==> config.mk <==
export PLATFORM = sky130hd
export DESIGN_NAME = ring_contrast_saliency
export DESIGN_NICKNAME = d
export VERILOG_FILES = /design/src/rtl/ring_contrast_saliency.sv
export SDC_FILE = /design/constraint.sdc
export NUM_CORES = 1
export LEC_CHECK = 0
export ABC_AREA = 1
export BUFFER_PORTS_ARGS = -buffer_cell sky130_fd_sc_hd__buf_2
export CORE_MARGIN = 2
export CORE_UTILIZATION = 41
export DETAILED_ROUTE_END_ITERATION = 16
export GPL_ROUTABILITY_DRIVEN = 0
export HOLD_SLACK_MARGIN = 0.05
export SLEW_MARGIN = 25
export SYNTH_ARGS = -nofsm -noshare
export SYNTH_HDL_FRONTEND = slang
export SYNTH_SLANG_ARGS = --single-unit
==> constraint.sdc <==
create_clock -name clk -period 7.51 [get_ports clk]
set_clock_uncertainty 0.2 [all_clocks]
set_input_delay 1.1265 -clock clk [delete_from_list [all_inputs] [get_ports clk]]
set_output_delay 1.1265 -clock clk [all_outputs]
set_load 0.01 [all_outputs]
==> src/rtl/ring_contrast_saliency.sv <==
module ring_contrast_saliency #(
  parameter int PIX_W   = 8,
  parameter int LEVELS  = 4,
  parameter int SCORE_W = PIX_W + $clog2(LEVELS)
) (
  input  logic                       clk,
  input  logic                       rst_n,
  input  logic                       in_valid_i,
  input  logic [LEVELS*9*PIX_W-1:0]  patch_i,
  input  logic [SCORE_W-1:0]         threshold_i,
  output logic                       score_valid_o,
  output logic [SCORE_W-1:0]         score_o,
  output logic                       decision_valid_o,
  output logic                       decision_o
);

  localparam int PAIRS = 4;

  logic [PIX_W-1:0]   diff_q [LEVELS][PAIRS];
  logic [PIX_W-1:0]   peak_q [LEVELS];
  logic [PIX_W-1:0]   peak_d [LEVELS];
  logic [SCORE_W-1:0] thr_s1, thr_s2;
  logic               vld_s1, vld_s2;
  logic [SCORE_W-1:0] sum_d;

  for (genvar l = 0; l < LEVELS; l++) begin : g_lvl
    for (genvar p = 0; p < PAIRS; p++) begin : g_pair
      wire [PIX_W-1:0] a = patch_i[(9*l+p)*PIX_W +: PIX_W];
      wire [PIX_W-1:0] b = patch_i[(9*l+8-p)*PIX_W +: PIX_W];
      always_ff @(posedge clk or negedge rst_n)
        if (!rst_n)          diff_q[l][p] <= '0;
        else if (in_valid_i) diff_q[l][p] <= (a >= b) ? a - b : b - a;
    end
    wire [PIX_W-1:0] m01 = (diff_q[l][0] >= diff_q[l][1]) ? diff_q[l][0] : diff_q[l][1];
    wire [PIX_W-1:0] m23 = (diff_q[l][2] >= diff_q[l][3]) ? diff_q[l][2] : diff_q[l][3];
    assign peak_d[l] = (m01 >= m23) ? m01 : m23;
    always_ff @(posedge clk or negedge rst_n)
      if (!rst_n)      peak_q[l] <= '0;
      else if (vld_s1) peak_q[l] <= peak_d[l];
  end

  always_comb begin
    sum_d = '0;
    for (int l = 0; l < LEVELS; l++) sum_d = sum_d + SCORE_W'(peak_q[l]);
  end

  always_ff @(posedge clk or negedge rst_n) begin
    if (!rst_n) begin
      vld_s1 <= 1'b0;
      vld_s2 <= 1'b0;
      thr_s1 <= '0;
      thr_s2 <= '0;
      score_valid_o    <= 1'b0;
      decision_valid_o <= 1'b0;
      score_o    <= '0;
      decision_o <= 1'b0;
    end else begin
      vld_s1 <= in_valid_i;
      vld_s2 <= vld_s1;
      if (in_valid_i) thr_s1 <= threshold_i;
      if (vld_s1)     thr_s2 <= thr_s1;
      score_valid_o    <= vld_s2;
      decision_valid_o <= vld_s2;
      if (vld_s2) begin
        score_o    <= sum_d;
        decision_o <= (sum_d >= thr_s2);
      end
    end
  end

endmodule

# Yosys cells after proc, flatten, opt, wreduce, memory -nomap -nowiden
# Index checks and enable logic that the tools add are counted.
# totals
reg_bits,194
elab_cells,119
input_bits,301
out_inout_bits,13
# classes
mux,28
addsub,35
n_lt_le_gt_ge,29
# op_table
op,count
subtractor 8 bit,32
greater-or-equal comparator 8 bit,28
two-way mux 8 bit,28
adder 10 x 8 -> 10 bit,1
adder 9 x 8 -> 10 bit,1
greater-or-equal comparator 10 bit,1
adder 8 x 8 -> 9 bit,1

# Depth between registers and ports, before layout
# Gate-level depths: netlist of run 1.
# depth
word_depth,4
ltp_mapped,26
mapped_depth_nobuf,26

# Worst setup path after synthesis of run 1
# Ideal clock, no wire load.
# synth_timing
kind,reg-to-reg
startpoint,register peak_q[16] (netlist name)
endpoint,register decision_o
slack_ps,3469
path_buffers,0
required_ps,7193
setup_time_ps,117
period_less_slack_ps,4041
arrival_ps,3724
path_stages_with_launch,26
path_cell_list,dfrtp_1 ha_1 inv_1 fa_1 nand3b_1 nand2_1 a21oi_1 nor2_1 nor2_1 xnor2_1 fa_1 ha_1 nand2_1 inv_1 nand4_1 nand3_1 or2_2 nand2_1 inv_1 ha_1 a21oi_1 nor2_1 a211oi_1 nand4_1 nand2_1 nand2_1
# synth_via
elab_chain_len,4
# synth_lines
element,line_no,text
from (decl),20,logic [PIX_W-1:0] peak_q [LEVELS];
"from (signal, indexed assignment)",39,else if (vld_s1) peak_q[l] <= peak_d[l];
adder 8 x 8 -> 9 bit,44,for (int l = 0; l < LEVELS; l++) sum_d = sum_d + SCORE_W'(peak_q[l]);
adder 9 x 8 -> 10 bit,44,
adder 10 x 8 -> 10 bit,44,
net sum_d[7],24,logic [SCORE_W-1:0] sum_d;
greater-or-equal comparator 10 bit,66,decision_o <= (sum_d >= thr_s2);
to (signal assigned),66,
to (decl),14,output logic decision_o
# The timed path passes the listed nets, and every way through them passes these cells.
# A chain may end at the register's enable or synchronous reset.

# Worst setup path in the final report of run 1
# Same ends and word-level chain as after synthesis.

==> results.txt, run 1 <==
Buf/Inv on CP = 3
Drt via density = 4.747
Hold path startpoint = score_o[1]$_DFFE_PN0P_
Final Cycle Share = 0.5869
Crit path capture type = flip-flop
Die width = 247.3 um
CORE AREA = 58800 sq um
Initial antenna violation count = 10
Flops & latches, synth = 194
First-pass GRT wire length = 100.6 mm
Drt initial violations = 1048
Post-synth cell types = 45
Final wirelength = 59.31 mm
Worst r2r path cells = 25
Reg clk slew, reported paths = 0.08 ns
Final min period = 4.407 ns
Row Count = 89
Multi-input gate area = 16650 sq um
GRT met2 Usage = 0.3421
Hold Path Sink = score_o[1]$_DFFE_PN0P_
Final setup fails = 0
CTS resizes = 0
Pint = 3.926 mW
Hold Path Class = flip-flop to flip-flop
Fillers = 6294
Final hold violation count = 0
Clock Path Buffers = 2
Grt met1 use = 0.2672
Most used cell, CP = nand2_1
WL/cell = 12.85 um
Status = finished, final reports clean
Critical path peak fanout = 4
Nets = 4532
Number of global-route vias before repair = 21200
Hold path cells = 2
CP max stage cell = fa_1
CP arrival = 4.57 ns
Initial Util = 0.4128
Die Area = 61160 sq um
Share of layout cells above drive strength 1 = 0.1214
Worst flop-to-flop path endpoint = decision_o$_DFFE_PN0P_
CTS Buf Count = 17
Flop pwr share = 0.203
Psw = 3.843 mW
RSZ-0062 raised after global routing = no
Switching Share = 0.4946
Mapped Cells = 3620
Post-DP Area = 26040 sq um
Worst hold slack = 0.2704 ns
Die Y = 247.3 um
Clock share of power = 0.130
Mapped Area = 24270 sq um
Clk Latency, worst-skew pair = 0.46 ns
Reg2reg start = peak_q[16]$_DFFE_PN0P_
HPWL after DPL = 49.22 mm
Reg-to-reg slack, setup = 3.10 ns
IO buf count = 281
Crit path largest cell delay = 0.45 ns
Max rail drop VDD = 0.3133 mV
Max-slew headroom = 0.4460
IO Count = 314
Antenna-violating nets left = 0
Syn Area/Cell = 6.705 sq um
Met3 GRT Util = 0.02377
CTS Sinks = 194
Design area = 26680 sq um
H-tree levels = 4
Power per Cell Area = 291.2 nW/um^2
Overall Power = 7.769 mW
Top Usage Layer GRT = met2
DR DRC count = 0
DR pass1 iterations = 8
Total GRT Usage = 0.1986
Max_cap viols = 0
Postcts setup bufs = 0
Worst Tran Pin Value = 0.8311 ns
Fmax = 226.9 MHz
Setup CP Type = flip-flop to flip-flop
Commonest non-fill, non-tap cell in the layout = nand2_1
Area grow syn2layout = 9.913%
Crit start category = flip-flop
CTS tree = yes
Commonest non-fill, non-tap cells in the layout = nand2_1 (1303), inv_1 (526), ha_1 (362)
Vias = 21910
Reg area = 4858 sq um
Clock Root Buffer = clkbuf_16
Total grt overflow = 0
Setup TNS = 0 ns
Hold_buf cts = 0
CP top delay family = adder cells
Yosys warning count = 0
Sequential fraction of the synthesis area = 0.2000
Combinational power share = 0.666
Worst EP required = 7.67 ns
P_leak = 15.55 nW
Pins Over Slew Limit = 0
Largest net degree at the start of global routing = 102
Syn_nets = 4325
worst register-to-register path: cells and delay by family (launching register included):
family | cells | cell delay [ns]
AOI/OAI and AO/OA | 3 | 0.41
and+or+nand+nor | 13 | 1.34
buffers and inverters | 3 | 0.15
adders and majority gates | 5 | 1.68
xor gates and xnor gates | 1 | 0.17
DFF | 1 | 0.37
worst max path at each step:
stage,startpoint,end,slack [ns],cells after the start
after CTS,peak_q[16]$_DFFE_PN0P_,decision_o$_DFFE_PN0P_,3.11,25
after floorplan,peak_q[16]$_DFFE_PN0P_,decision_o$_DFFE_PN0P_,3.47,25
after global routing,peak_q[16]$_DFFE_PN0P_,decision_o$_DFFE_PN0P_,2.70,25
final,peak_q[16]$_DFFE_PN0P_,decision_o$_DFFE_PN0P_,3.10,25
after detailed placement,peak_q[16]$_DFFE_PN0P_,decision_o$_DFFE_PN0P_,3.15,25
after global placement,peak_q[16]$_DFFE_PN0P_,decision_o$_DFFE_PN0P_,3.10,25
layout make-up:
cell class | instances | share of cell area
Inverter | 546 | 0.07912
Clock buffer | 19 | 0.01623
Multi-Input combinational cell | 2783 | 0.6242
Sequential cell | 194 | 0.1821
Tap cell | 773 | 0.03626
Clock inverter | 13 | 0.007364
Timing Repair Buffer | 285 | 0.05455
Antenna cell | 2 | 0.0001876
cells by family after synthesis:
logic type	count (synthesis)	synth area share
AND/OR/NAND/NOR	1844	0.3168
XOR/XNOR	106	0.03825
buffers and inverters	643	0.1139
adder cells (fa/ha/maj)	404	0.2213
flip-flops	194	0.2000
AO/OA/AOI/OAI	429	0.1098
metal layers:
metal / up-vias / routed length, um / part of all wire
li1: 11770 / - / -
met1: 9783 / 29140 / 0.49
met2: 292 / 27420 / 0.46
met3: 45 / 1913 / 0.032
met4: 14 / 744 / 0.013
met5: - / 86 / 0.0015
registers in the layout (all words and copies together) (netlist names):
| signal | cells |
|---|---|
| diff_q | 128 |
| peak_q | 32 |
| score_o | 10 |
| thr_s1 | 10 |
| thr_s2 | 10 |
| decision_o | 1 |
| score_valid_o | 1 |
| vld_s1 | 1 |
| vld_s2 | 1 |
synth_stat cells, drive strengths merged:
library cell  number  area (sq um)
a211oi             1         7.510
a31oi             42         262.8
dfrtp            194          4855
ha               362          4529
nand4             19         133.9
clkinv             9         73.82
clkbuf            21         100.1
nand3            281          1431
nand3b             2         15.01
nand2           1347          5246
o21ai            141         889.6
a21o               4         30.03
inv              537          2036
a21oi            200          1166
and2              33         206.5
dlygate4sd1        1         8.760
or2                3         18.77
o21a              27         202.7
a21boi             1         7.510
o211ai             2         15.01
o21bai            11         82.58
buf               75         546.8
fa                42         840.8
nor2             159         636.9
xnor2             27         236.5
xor2              79         691.9
stage by stage:
| step | std cells | util | setup slack (ns) |
|---|---|---|---|
| 2_1_floorplan | 3620 | - | 3.469 |
| 3_3_place_gp | 4581 | 0.4428 | 3.096 |
| 3_5_place_dp | 4581 | 0.4428 | 3.148 |
| 4_1_cts | 4613 | 0.4535 | 3.111 |
| 5_1_grt | 4614 | 0.4537 | 2.705 |
| 6_report | 4615 | 0.4537 | 3.103 |
power groups by stage:
stage	registers (mW)	logic, mW	clock network [mW]
floorplan	1.50	4.06	0
detailed placement	1.60	5.22	0
finish	1.58	5.18	1.01
CTS	1.58	5.26	1.04
global route	1.62	6.11	1.07
global placement	1.60	5.16	0
No activity file was read; power rests on OpenSTA's default activity.
==> inputs of run 2 (changes only) <==
Clock period 7.51 ns to 3.8 ns, I/O delays scaled along.
==> run 2 against run 1 <==
The run now ends with negative setup slack left. Sequential power up 96%. Register-to-register slack lost 3.4 ns. Die area did not move. Global-route usage shrank 0.061 points. Design area grew 1.6%. Combinational power rose by 150%. Core utilization is 0.74 points higher. Maximum frequency is 6.5% higher. Total power is 130% higher. Via count rose by 1.2%. Critical endpoint unchanged.
==> results.txt, run 2 (synthesized netlist as in run 1, its figures left out) <==
RSZ-0062 raised after global routing = yes (was no)
Clk Latency, worst-skew pair = 0.47 ns (was 0.46 ns)
Clock Root Buffer = clkbuf_16 (unchanged)
CTS tree = yes (unchanged)
Most flops, register = diff_q (unchanged)
Max rail drop VDD = 0.9649 mV (was 0.3133 mV)
Final hold violation count = 0 (unchanged)
Worst slack, placed = -0.4259 ns (was 3.148 ns)
Design area = 27110 sq um (was 26680 sq um)
Vias = 22160 (was 21910)
IO Count = 314 (unchanged)
Total GRT Usage = 0.1980 (was 0.1986)
Power per Cell Area = 650.1 nW/um^2 (was 291.2 nW/um^2)
Worst Tran Pin Value = 0.9789 ns (was 0.8311 ns)
Pins Over Slew Limit = 0 (unchanged)
Top flop regs = diff_q (128), peak_q (32) (unchanged)
H-tree levels = 4 (unchanged)
Final Cycle Share = 1.089 (was 0.5869)
Max-slew headroom = 0.3434 (was 0.4460)
Reg-to-reg slack, setup = -0.34 ns (was 3.10 ns)
Hold path cells = 3 (was 2)
Hold Path Sink = thr_s1[8]$_DFFE_PN0P_ (was score_o[1]$_DFFE_PN0P_)
Die Area = 61160 sq um (unchanged)
Status = complete, but fails checks (was finished, final reports clean)
WL/cell = 12.67 um (was 12.85 um)
Crit start category = flip-flop (unchanged)
Commonest non-fill, non-tap cells in the layout = nand2_1 (1298), inv_1 (523), ha_1 (355) (was nand2_1 (1303), inv_1 (526), ha_1 (362))
Post-DP Area = 26390 sq um (was 26040 sq um)
Final min period = 4.137 ns (was 4.407 ns)
Area grow syn2layout = 11.71% (was 9.913%)
Setup ws final = -0.3371 ns (was 3.103 ns)
Worst r2r path cells = 25 (unchanged)
Worst EP required = 4.00 ns (was 7.67 ns)
Critical path peak fanout = 4 (unchanged)
CP arrival = 4.34 ns (was 4.57 ns)
Drt via density = 4.752 (was 4.747)
Share of layout cells above drive strength 1 = 0.1382 (was 0.1214)
Clock Path Buffers = 2 (unchanged)
Hold Path Class = input port to flip-flop (was flip-flop to flip-flop)
Max reg flops = 128 (unchanged)
Final wirelength = 59.10 mm (was 59.31 mm)
P_leak = 15.75 nW (was 15.55 nW)
DR DRC count = 0 (unchanged)
Hold path startpoint = threshold_i[8] (was score_o[1]$_DFFE_PN0P_)
Row Count = 89 (unchanged)
Nets = 4579 (was 4532)
Max_cap viols = 0 (unchanged)
Antenna-violating nets left = 0 (unchanged)
Commonest non-fill, non-tap cell in the layout = nand2_1 (unchanged)
Drt initial violations = 949 (was 1048)
Reg clk slew, reported paths = 0.08 ns (about the same)
Setup CP Type = flip-flop to flip-flop (unchanged)
CORE AREA = 58800 sq um (unchanged)
First-pass GRT wire length = 100.1 mm (was 100.6 mm)
CTS Buf Count = 17 (unchanged)
Die Y = 247.3 um (unchanged)
DR pass1 iterations = 5 (was 8)
Initial Util = 0.4128 (unchanged)
Fillers = 6215 (was 6294)
Number of global-route vias before repair = 21300 (was 21200)
Worst flop-to-flop path endpoint = decision_o$_DFFE_PN0P_ (unchanged)
Initial antenna violation count = 12 (was 10)
Fmax = 241.7 MHz (was 226.9 MHz)
Final setup fails = 1 (was 0)
IO buf count = 281 (unchanged)
Largest net degree at the start of global routing = 83 (was 102)
Crit path capture type = flip-flop (unchanged)
Total grt overflow = 0 (unchanged)
HPWL after DPL = 49.60 mm (was 49.22 mm)
CTS Sinks = 194 (unchanged)
Failing checks = negative setup slack
Reg2reg start = peak_q[24]$_DFFE_PN0P_ (was peak_q[16]$_DFFE_PN0P_)
Die width = 247.3 um (unchanged)
Final Util = 0.4611 (was 0.4537)
==> run 2: cell count changes in the layout (fill, tap and decap cells not counted), sizes merged <==
cell and delta:
diode +2, dlygate4sd3 +1, buf +46, clkinvlp +4, clkinv -1, inv -1
clkbuf +2, bufinv -4
==> run 2: layout make-up <==
type / instances / area, sq um / area share
diodes: 4 / 10.01 / 0.0003692
clock buffers: 21 / 470.5 / 0.01735
well taps: 773 / 967.2 / 0.03567
flip-flops and latches: 194 / 4856 / 0.1791
inverters: 546 / 2115 / 0.07799
clock inverters: 11 / 93.84 / 0.003461
multi-input cells: 2783 / 16780 / 0.6190
repair buffers: 332 / 1819 / 0.06710
==> run 2: repair_timing <==
action | CTS | global route
cloned | 0 | 0
hold buffers | 1 | 0
pin swaps | 16 | 10
setup buffers | 3 | 1
setup endpoints to repair | 1 | 2
resized for setup | 15 | 9
hold endpoints to repair | 78 | 0
==> run 2: per-stage QoR <==
| step | hold WS [ns] | cells | setup TNS, ns | total power, mW |
|---|---|---|---|---|
| after detailed placement | 0.2602 | 4623 | -0.4259 | 14.90 |
| after floorplan | 0.07441 | 3620 | -0.1466 | 11.14 |
| after CTS | 0.08225 | 4659 | -0.3531 | 17.51 |
| final | 0.1166 | 4664 | -0.3371 | 17.63 |
| after global placement | 0.2562 | 4623 | -0.4013 | 14.76 |
| after global routing | 0.1036 | 4662 | -0.5856 | 19.91 |
==> run 2: critical path: stages, from the launching register on <==
cell	delay [ns]
dfrtp_1	0.36
ha_2	0.19
inv_2	0.04
fa_2	0.32
nand3b_1	0.17
nand2_2	0.08
a21oi_2	0.06
nor2_1	0.09
nor2_1	0.05
xnor2_1	0.22
fa_1	0.49
ha_4	0.26
nand2_2	0.07
inv_2	0.04
a21boi_2	0.10
nand2_1	0.08
or2_1	0.23
and2_4	0.18
ha_4	0.27
nand2_2	0.06
buf_4	0.14
nor2_4	0.10
o211ai_1	0.09
nand4_1	0.08
nand2_1	0.05
nand2_1	0.06
==> run 2: worst max path at each step <==
| stage | slack, ns | to | depth (start not counted) | start |
|---|---|---|---|---|
| final | -0.34 | decision_o$_DFFE_PN0P_ | 25 | peak_q[24]$_DFFE_PN0P_ |
| after global routing | -0.59 | decision_o$_DFFE_PN0P_ | 25 | peak_q[24]$_DFFE_PN0P_ |
| after CTS | -0.35 | decision_o$_DFFE_PN0P_ | 24 | peak_q[24]$_DFFE_PN0P_ |
| after detailed placement | -0.43 | decision_o$_DFFE_PN0P_ | 25 | peak_q[16]$_DFFE_PN0P_ |
| after global placement | -0.40 | decision_o$_DFFE_PN0P_ | 25 | peak_q[24]$_DFFE_PN0P_ |
| after floorplan | -0.15 | decision_o$_DFFE_PN0P_ | 25 | peak_q[16]$_DFFE_PN0P_ |
==> run 2: power breakdown <==
group,internal (mW),total [mW],switching (mW)
Clock,0.907,1.77,0.864
Sequential,2.62,3.09,0.473
Combinational,5.82,12.8,6.95
==> run 2: layer usage <==
metal | track usage | up-vias | share of wire
met5 | 0 | - | 0.0014
met4 | 0.03399 | 12 | 0.0098
met3 | 0.03115 | 44 | 0.034
met2 | 0.3543 | 263 | 0.48
met1 | 0.2533 | 9950 | 0.47
li1 | - | 11890 | -
